File: config.mk
export PLATFORM = sky130hd
export DESIGN_NAME = dual_interval_timer
export DESIGN_NICKNAME = d
export VERILOG_FILES = /design/src/rtl/xtmr_pkg.sv /design/src/rtl/xtmr_unit.sv /design/src/rtl/xtmr_regs.sv /design/src/rtl/dual_interval_timer.sv
export SDC_FILE = /design/constraint.sdc
export NUM_CORES = 1
export LEC_CHECK = 0
export BUFFER_PORTS_ARGS = -buffer_cell sky130_fd_sc_hd__buf_2
export CAP_MARGIN = 20
export CORE_ASPECT_RATIO = 1.2
export CORE_MARGIN = 1
export CORE_UTILIZATION = 46
export DETAILED_ROUTE_END_ITERATION = 7
export PLACE_DENSITY_LB_ADDON = 0.15
export SLEW_MARGIN = 20
export SYNTH_ARGS = -nofsm -noshare
export SYNTH_HDL_FRONTEND = slang
export SYNTH_SLANG_ARGS = --single-unit
File: constraint.sdc
create_clock -name clk -period 2.1 [get_ports clk]
set_input_delay 0.42 -clock clk [delete_from_list [all_inputs] [get_ports clk]]
set_output_delay 0.42 -clock clk [all_outputs]
set_load 0.02 [all_outputs]
File: src/rtl/xtmr_pkg.sv
// Package: shared constants for the dual interval timer.
// Assumes an 8-bit register port with five decoded addresses.
package xtmr_pkg;
    localparam int ADDR_W = 3;

    localparam logic [ADDR_W-1:0] ADDR_A_HI  = 3'd0;
    localparam logic [ADDR_W-1:0] ADDR_A_LO  = 3'd1;
    localparam logic [ADDR_W-1:0] ADDR_B_PER = 3'd2;
    localparam logic [ADDR_W-1:0] ADDR_CTRL  = 3'd3;
    localparam logic [ADDR_W-1:0] ADDR_STAT  = 3'd4;

    localparam int CTL_RUN_BASE = 0;   // bit0 fine run, bit1 coarse run
    localparam int CTL_CLR_BASE = 4;   // bit4 fine clear, bit5 coarse clear
    localparam int NUM_TMR      = 2;
endpackage

File: src/rtl/xtmr_unit.sv
// Module: one prescaled up-counting timer.
// Assumes restart is only raised while run is low; period is sampled at
// restart and again at every overflow. ovf is a one-cycle pulse.
module xtmr_unit #(
    parameter int PER_W    = 10,
    parameter int PRE_LOG2 = 5
) (
    input  logic             clk,
    input  logic             rst_n,
    input  logic             run,
    input  logic             restart,
    input  logic [PER_W-1:0] period,
    output logic             ovf
);
    logic [PRE_LOG2-1:0] presc;
    logic [PER_W-1:0]    cnt;
    logic                presc_full;
    logic                cnt_full;

    // Terminal-count detection for prescaler and main counter
    always_comb begin
        presc_full = &presc;
        cnt_full   = &cnt;
        ovf        = run && presc_full && cnt_full;
    end

    // Prescaler and counter advance, reload on restart or overflow
    always_ff @(posedge clk) begin
        if (!rst_n) begin
            presc <= '0;
            cnt   <= '0;
        end else if (restart) begin
            presc <= '0;
            cnt   <= period;
        end else if (run) begin
            presc <= presc + 1'b1;
            if (presc_full) begin
                cnt <= cnt_full ? period : cnt + 1'b1;
            end
        end
    end
endmodule

File: src/rtl/xtmr_regs.sv
// Module: register file, run control and sticky flags for both timers.
// Assumes PA_W > DATA_W and PB_W <= DATA_W. Overflow outranks clear.
module xtmr_regs
    import xtmr_pkg::*;
#(
    parameter int DATA_W = 8,
    parameter int PA_W   = 10,
    parameter int PB_W   = 8
) (
    input  logic              clk,
    input  logic              rst_n,
    input  logic              wr_en,
    input  logic              rd_en,
    input  logic [ADDR_W-1:0] addr,
    input  logic [DATA_W-1:0] wr_data,
    input  logic [NUM_TMR-1:0] ovf,
    output logic [PA_W-1:0]   per_a,
    output logic [PB_W-1:0]   per_b,
    output logic [NUM_TMR-1:0] run,
    output logic [NUM_TMR-1:0] restart,
    output logic [NUM_TMR-1:0] flag,
    output logic [DATA_W-1:0] rd_data
);
    localparam int PA_LO_W = PA_W - DATA_W;

    logic [DATA_W-1:0]  pa_hi;
    logic [PA_LO_W-1:0] pa_lo;
    logic [PB_W-1:0]    pb;
    logic               ctl_wr;
    logic [NUM_TMR-1:0] start_req;
    logic [NUM_TMR-1:0] clr_req;

    // Control write decode into run requests and one-shot clears
    always_comb begin
        ctl_wr = wr_en && (addr == ADDR_CTRL);
        for (int i = 0; i < NUM_TMR; i++) begin
            start_req[i] = ctl_wr && wr_data[CTL_RUN_BASE + i];
            clr_req[i]   = ctl_wr && wr_data[CTL_CLR_BASE + i];
            restart[i]   = start_req[i] && !run[i];
        end
        per_a = {pa_hi, pa_lo};
        per_b = pb;
    end

    // Period and run-bit registers
    always_ff @(posedge clk) begin
        if (!rst_n) begin
            pa_hi <= '0;
            pa_lo <= '0;
            pb    <= '0;
            run   <= '0;
        end else if (wr_en) begin
            case (addr)
                ADDR_A_HI:  pa_hi <= wr_data;
                ADDR_A_LO:  pa_lo <= wr_data[PA_LO_W-1:0];
                ADDR_B_PER: pb    <= wr_data[PB_W-1:0];
                ADDR_CTRL:  run   <= start_req;
                default:    ;
            endcase
        end
    end

    // One sticky flag per timer; overflow outranks clear
    for (genvar g = 0; g < NUM_TMR; g++) begin : g_flag
        always_ff @(posedge clk) begin
            if (!rst_n)          flag[g] <= 1'b0;
            else if (ovf[g])     flag[g] <= 1'b1;
            else if (clr_req[g]) flag[g] <= 1'b0;
        end
    end

    // Read mux, gated by the read strobe
    always_comb begin
        rd_data = '0;
        if (rd_en) begin
            case (addr)
                ADDR_A_HI:  rd_data = pa_hi;
                ADDR_A_LO:  rd_data = DATA_W'(pa_lo);
                ADDR_B_PER: rd_data = DATA_W'(pb);
                ADDR_CTRL:  rd_data = DATA_W'(run);
                ADDR_STAT:  rd_data = DATA_W'(flag);
                default:    rd_data = '0;
            endcase
        end
    end
endmodule

File: src/rtl/dual_interval_timer.sv
// Module: top of the dual interval timer; fine and coarse timers plus
// the register file. Assumes one synchronous clock domain.
module dual_interval_timer
    import xtmr_pkg::*;
#(
    parameter int DATA_W     = 8,
    parameter int PA_W       = 10,
    parameter int PB_W       = 8,
    parameter int PRE_A_LOG2 = 5,
    parameter int PRE_B_LOG2 = 9
) (
    input  logic              clk,
    input  logic              rst_n,
    input  logic              wr_en,
    input  logic              rd_en,
    input  logic [ADDR_W-1:0] addr,
    input  logic [DATA_W-1:0] wr_data,
    output logic [DATA_W-1:0] rd_data,
    output logic              irq
);
    logic [PA_W-1:0]    per_a;
    logic [PB_W-1:0]    per_b;
    logic [NUM_TMR-1:0] run_vec;
    logic [NUM_TMR-1:0] restart_vec;
    logic [NUM_TMR-1:0] flag_vec;
    logic [NUM_TMR-1:0] ovf_vec;

    xtmr_regs #(.DATA_W(DATA_W), .PA_W(PA_W), .PB_W(PB_W)) regs_i (
        .clk(clk), .rst_n(rst_n), .wr_en(wr_en), .rd_en(rd_en),
        .addr(addr), .wr_data(wr_data), .ovf(ovf_vec),
        .per_a(per_a), .per_b(per_b), .run(run_vec),
        .restart(restart_vec), .flag(flag_vec), .rd_data(rd_data)
    );

    xtmr_unit #(.PER_W(PA_W), .PRE_LOG2(PRE_A_LOG2)) fine_i (
        .clk(clk), .rst_n(rst_n), .run(run_vec[0]),
        .restart(restart_vec[0]), .period(per_a), .ovf(ovf_vec[0])
    );

    xtmr_unit #(.PER_W(PB_W), .PRE_LOG2(PRE_B_LOG2)) coarse_i (
        .clk(clk), .rst_n(rst_n), .run(run_vec[1]),
        .restart(restart_vec[1]), .period(per_b), .ovf(ovf_vec[1])
    );

    // Interrupt-style level output
    always_comb irq = |flag_vec;
endmodule

==> results_dict.tcl <==
set metrics [dict create \
    p_leak_uw 0.00117 \
    syn_nets 365 \
    yosys_warnings 0 \
    dr.pass1.iters 4 \
    ir_drop_mv 0.290 \
    postCtsSetupBuffers 0 \
    synth_area_per_cell_um2 8.40 \
    placed_area_um2 3170 \
    skew_ns 0.00682 \
    cp_slowest_cell "dfxtp_4" \
    start_util 0.477 \
    path_cells "ha_4, nand4_1, nor2_1, ha_2, nand2_2, nor4_4, mux2_4, o221a_4" \
    syn_area_um2 2890 \
    cts_tree "done" \
    worstMarginPinSlew_ns 0.469 \
    async_reset_ff_frac 0 \
    design.core.area_um2 6050 \
    grt.overflow.total 0 \
    ys_seq_area_frac 0.374 \
    syn_inst 344 \
    clock_tree.root_cell "clkbuf_8" \
    grt_pass1_vias 2458 \
    hold_path.class "input pin to flip-flop" \
    antenna_found_initial 0 \
    holdBufCountCts 0 \
    synth_top_area_frac 0.374 \
    fp.dieArea_um2 6600 \
    min_period_over_period 0.963 \
    drtAntennaViolNets 0 \
    status "finished clean" \
    synth_edf_count 0 \
    place.gp.congestion 0.850 \
    numCtsBuffers 5 \
    grt_pass1_wl_mm 11.3 \
    htreeDepth 2 \
    end_kind "flip-flop" \
    fmax_mhz 495 \
    hpwl_mm 5.20 \
    yosys.area.top_type "dfxtp_1" \
    finalSetupViolations 0 \
    syn2layout_area_growth_pct 16.0 \
    synthFlopType "dfxtp_1" \
    drtIter0Drc 96 \
    num_vias 2561 \
    diodes 0 \
    drive_gt1_frac 0.202 \
    critPathRequiredTime_ns 2.31 \
    numPortBuffers 23 \
    final_area_um2 3350 \
    nets 397 \
    yosysUniqueCellTypes 63 \
    cts_buffer_depth 2 \
    wirelength_mm 6.98 \
    fin_crit_ns 2.02 \
    grt_usage 0.225 \
    cts.sinks 54 \
    maxSlewHeadroom 0.685 \
    clkLatencyLatePin_ns 0.31 \
    fin_worst_hold_slack_ns 0.358 \
    fp.dieW_um 74.3 \
    max_stage_delay_ns 0.38 \
    vias_per_cell 5.58 \
    die-height_um 88.8 \
    clk_pin_slew_ns 0.10 \
    hold_viol 0 \
    final_max_slew_viol_count 0 \
    critPathMaxFanout 3 \
    maxCapViolations 0 \
    setup-tns-final_ns 0 \
    ys_ff_latch 54 \
    criticalPathCategory "flip-flop to flip-flop" \
    nFillCells 596 \
    rows 31 \
    wl_per_cell_um 15.2 \
    io_pins 24 \
    cellPowerDensity_nw_per_um2 562 \
    synthTopCellsByArea "dfxtp_1 37%, mux2i_1 8.3%, nor2_1 6.1%" \
    crit_arrival_ns 2.23 \
    grt_start_max_net_pins 21 \
    crit_path_start_kind "flip-flop" \
    rsz0062_at_grt "yes" \
    drcViolationCount 0 \
]
## per-stage QoR
step	utilization	setup slack [ns]	total power [uW]	instances
after floorplan	-	0.0515	1150	344
after global placement	0.523	0.0662	1210	451
after detailed placement	0.523	-0.0113	1210	451
after CTS	0.543	0.0118	1890	459
after global routing	0.554	-0.0589	1950	459
final	0.554	0.0784	1880	459
## metal layers
| layer | track usage | vias to the layer above | part of all wire |
|---|---|---|---|
| met2 | 0.421 | 49 | 0.52 |
| met1 | 0.248 | 1192 | 0.42 |
| met5 | 0 | - | 0 |
| met4 | 0.0858 | 0 | 0.024 |
| li1 | - | 1303 | - |
| met3 | 0.0433 | 17 | 0.029 |
## Yosys cell counts (2+ instances only)
cell type,n
o22ai_1,6
nand4_1,10
o21ai_1,2
xnor2_1,6
ha_1,6
mux2_2,3
a31oi_1,3
nand2b_1,3
a21oi_1,20
a21boi_1,3
nor2_1,47
and2_1,4
nand2_2,2
nand2_1,41
mux2i_1,24
xor2_1,6
a311oi_1,2
nor3_1,8
dfxtp_1,54
inv_1,5
o2bb2ai_1,2
o21ai_0,13
clkbuf_1,5
a211oi_1,3
o21a_1,2
buf_2,8
a22oi_1,5
nor2b_1,3
nand3_1,14
## placed cells by master, fill, tap and decap left out, types with 6 or more instances in the layout
cell type  netlist  final
nor3_1           8      8
buf_4            1     16
mux2i_1         24     24
nand2_1         41     40
nand3_1         14     14
nor2_1          47     47
buf_2            8     23
o21ai_0         13     13
o22ai_1          6      6
nand4_1         10     10
dfxtp_1         54     50
xnor2_1          6      6
xor2_1           6      6
a21oi_1         20     20
## power by group
| part | switching, uW | internal [uW] | total, uW |
|---|---|---|---|
| logic | 83.6 | 54.1 | 138 |
| clock network | 341 | 356 | 697 |
| registers | 12.8 | 1030 | 1050 |
## area by class of cell
class | instances | area (um2) | share of cell area
sequential | 54 | 1090 | 0.325
tap | 82 | 103 | 0.0306
inverter | 6 | 22.5 | 0.00672
clock buffer | 6 | 72.6 | 0.0217
multi-input combinational | 270 | 1790 | 0.535
timing repair buffer | 39 | 235 | 0.0702
clock inverter | 2 | 37.5 | 0.0112
## critical path, delay by kind of cell (launching register included)
family                   cells  cell delay, ns
AND/OR/NAND/NOR              4            0.63
flip-flops                   1            0.38
adder cells (fa/ha/maj)      2            0.34
multiplexers                 1            0.33
AO/OA/AOI/OAI                1            0.25
## sequential cells by signal, indices dropped and copies added (netlist names)
register	count
fine_i.cnt	10
fine_i.presc	5
regs_i.per_b	8
coarse_i.cnt	8
regs_i.pa_hi	8
regs_i.pa_lo	2
regs_i.run	2
regs_i.flag	2
coarse_i.presc	9
## repair_timing
item                                    CTS  global route
gates resized for setup                   1            15
endpoints found under the setup margin    1            10
pin swaps                                 0             5
## worst paths after layout
| path | endpoint | slack (ns) | cells past startpoint | startpoint |
|---|---|---|---|---|
| setup / recovery | coarse_i.cnt[7]$_SDFFE_PN0P_ | 0.08 | 8 | coarse_i.presc[1]$_SDFFE_PP0P_ |
| hold / removal | regs_i.pa_hi[2]$_SDFFE_PN0P_ | 0.36 | 3 | wr_data[2] |
| setup reg to reg | coarse_i.cnt[7]$_SDFFE_PN0P_ | 0.08 | 8 | coarse_i.presc[1]$_SDFFE_PP0P_ |
| hold reg to reg | regs_i.pa_hi[0]$_SDFFE_PN0P_ | 0.49 | 2 | regs_i.pa_hi[0]$_SDFFE_PN0P_ |
## cells by family after synthesis
kind of cell,synth area share
buffers and inverters,0.0308
multiplexers,0.0987
AND/OR/NAND/NOR,0.262
XOR/XNOR,0.0364
flip-flops,0.374
adder cells (fa/ha/maj),0.0260
AO/OA/AOI/OAI,0.172
Note: power is estimated with default switching activity, not from simulation.
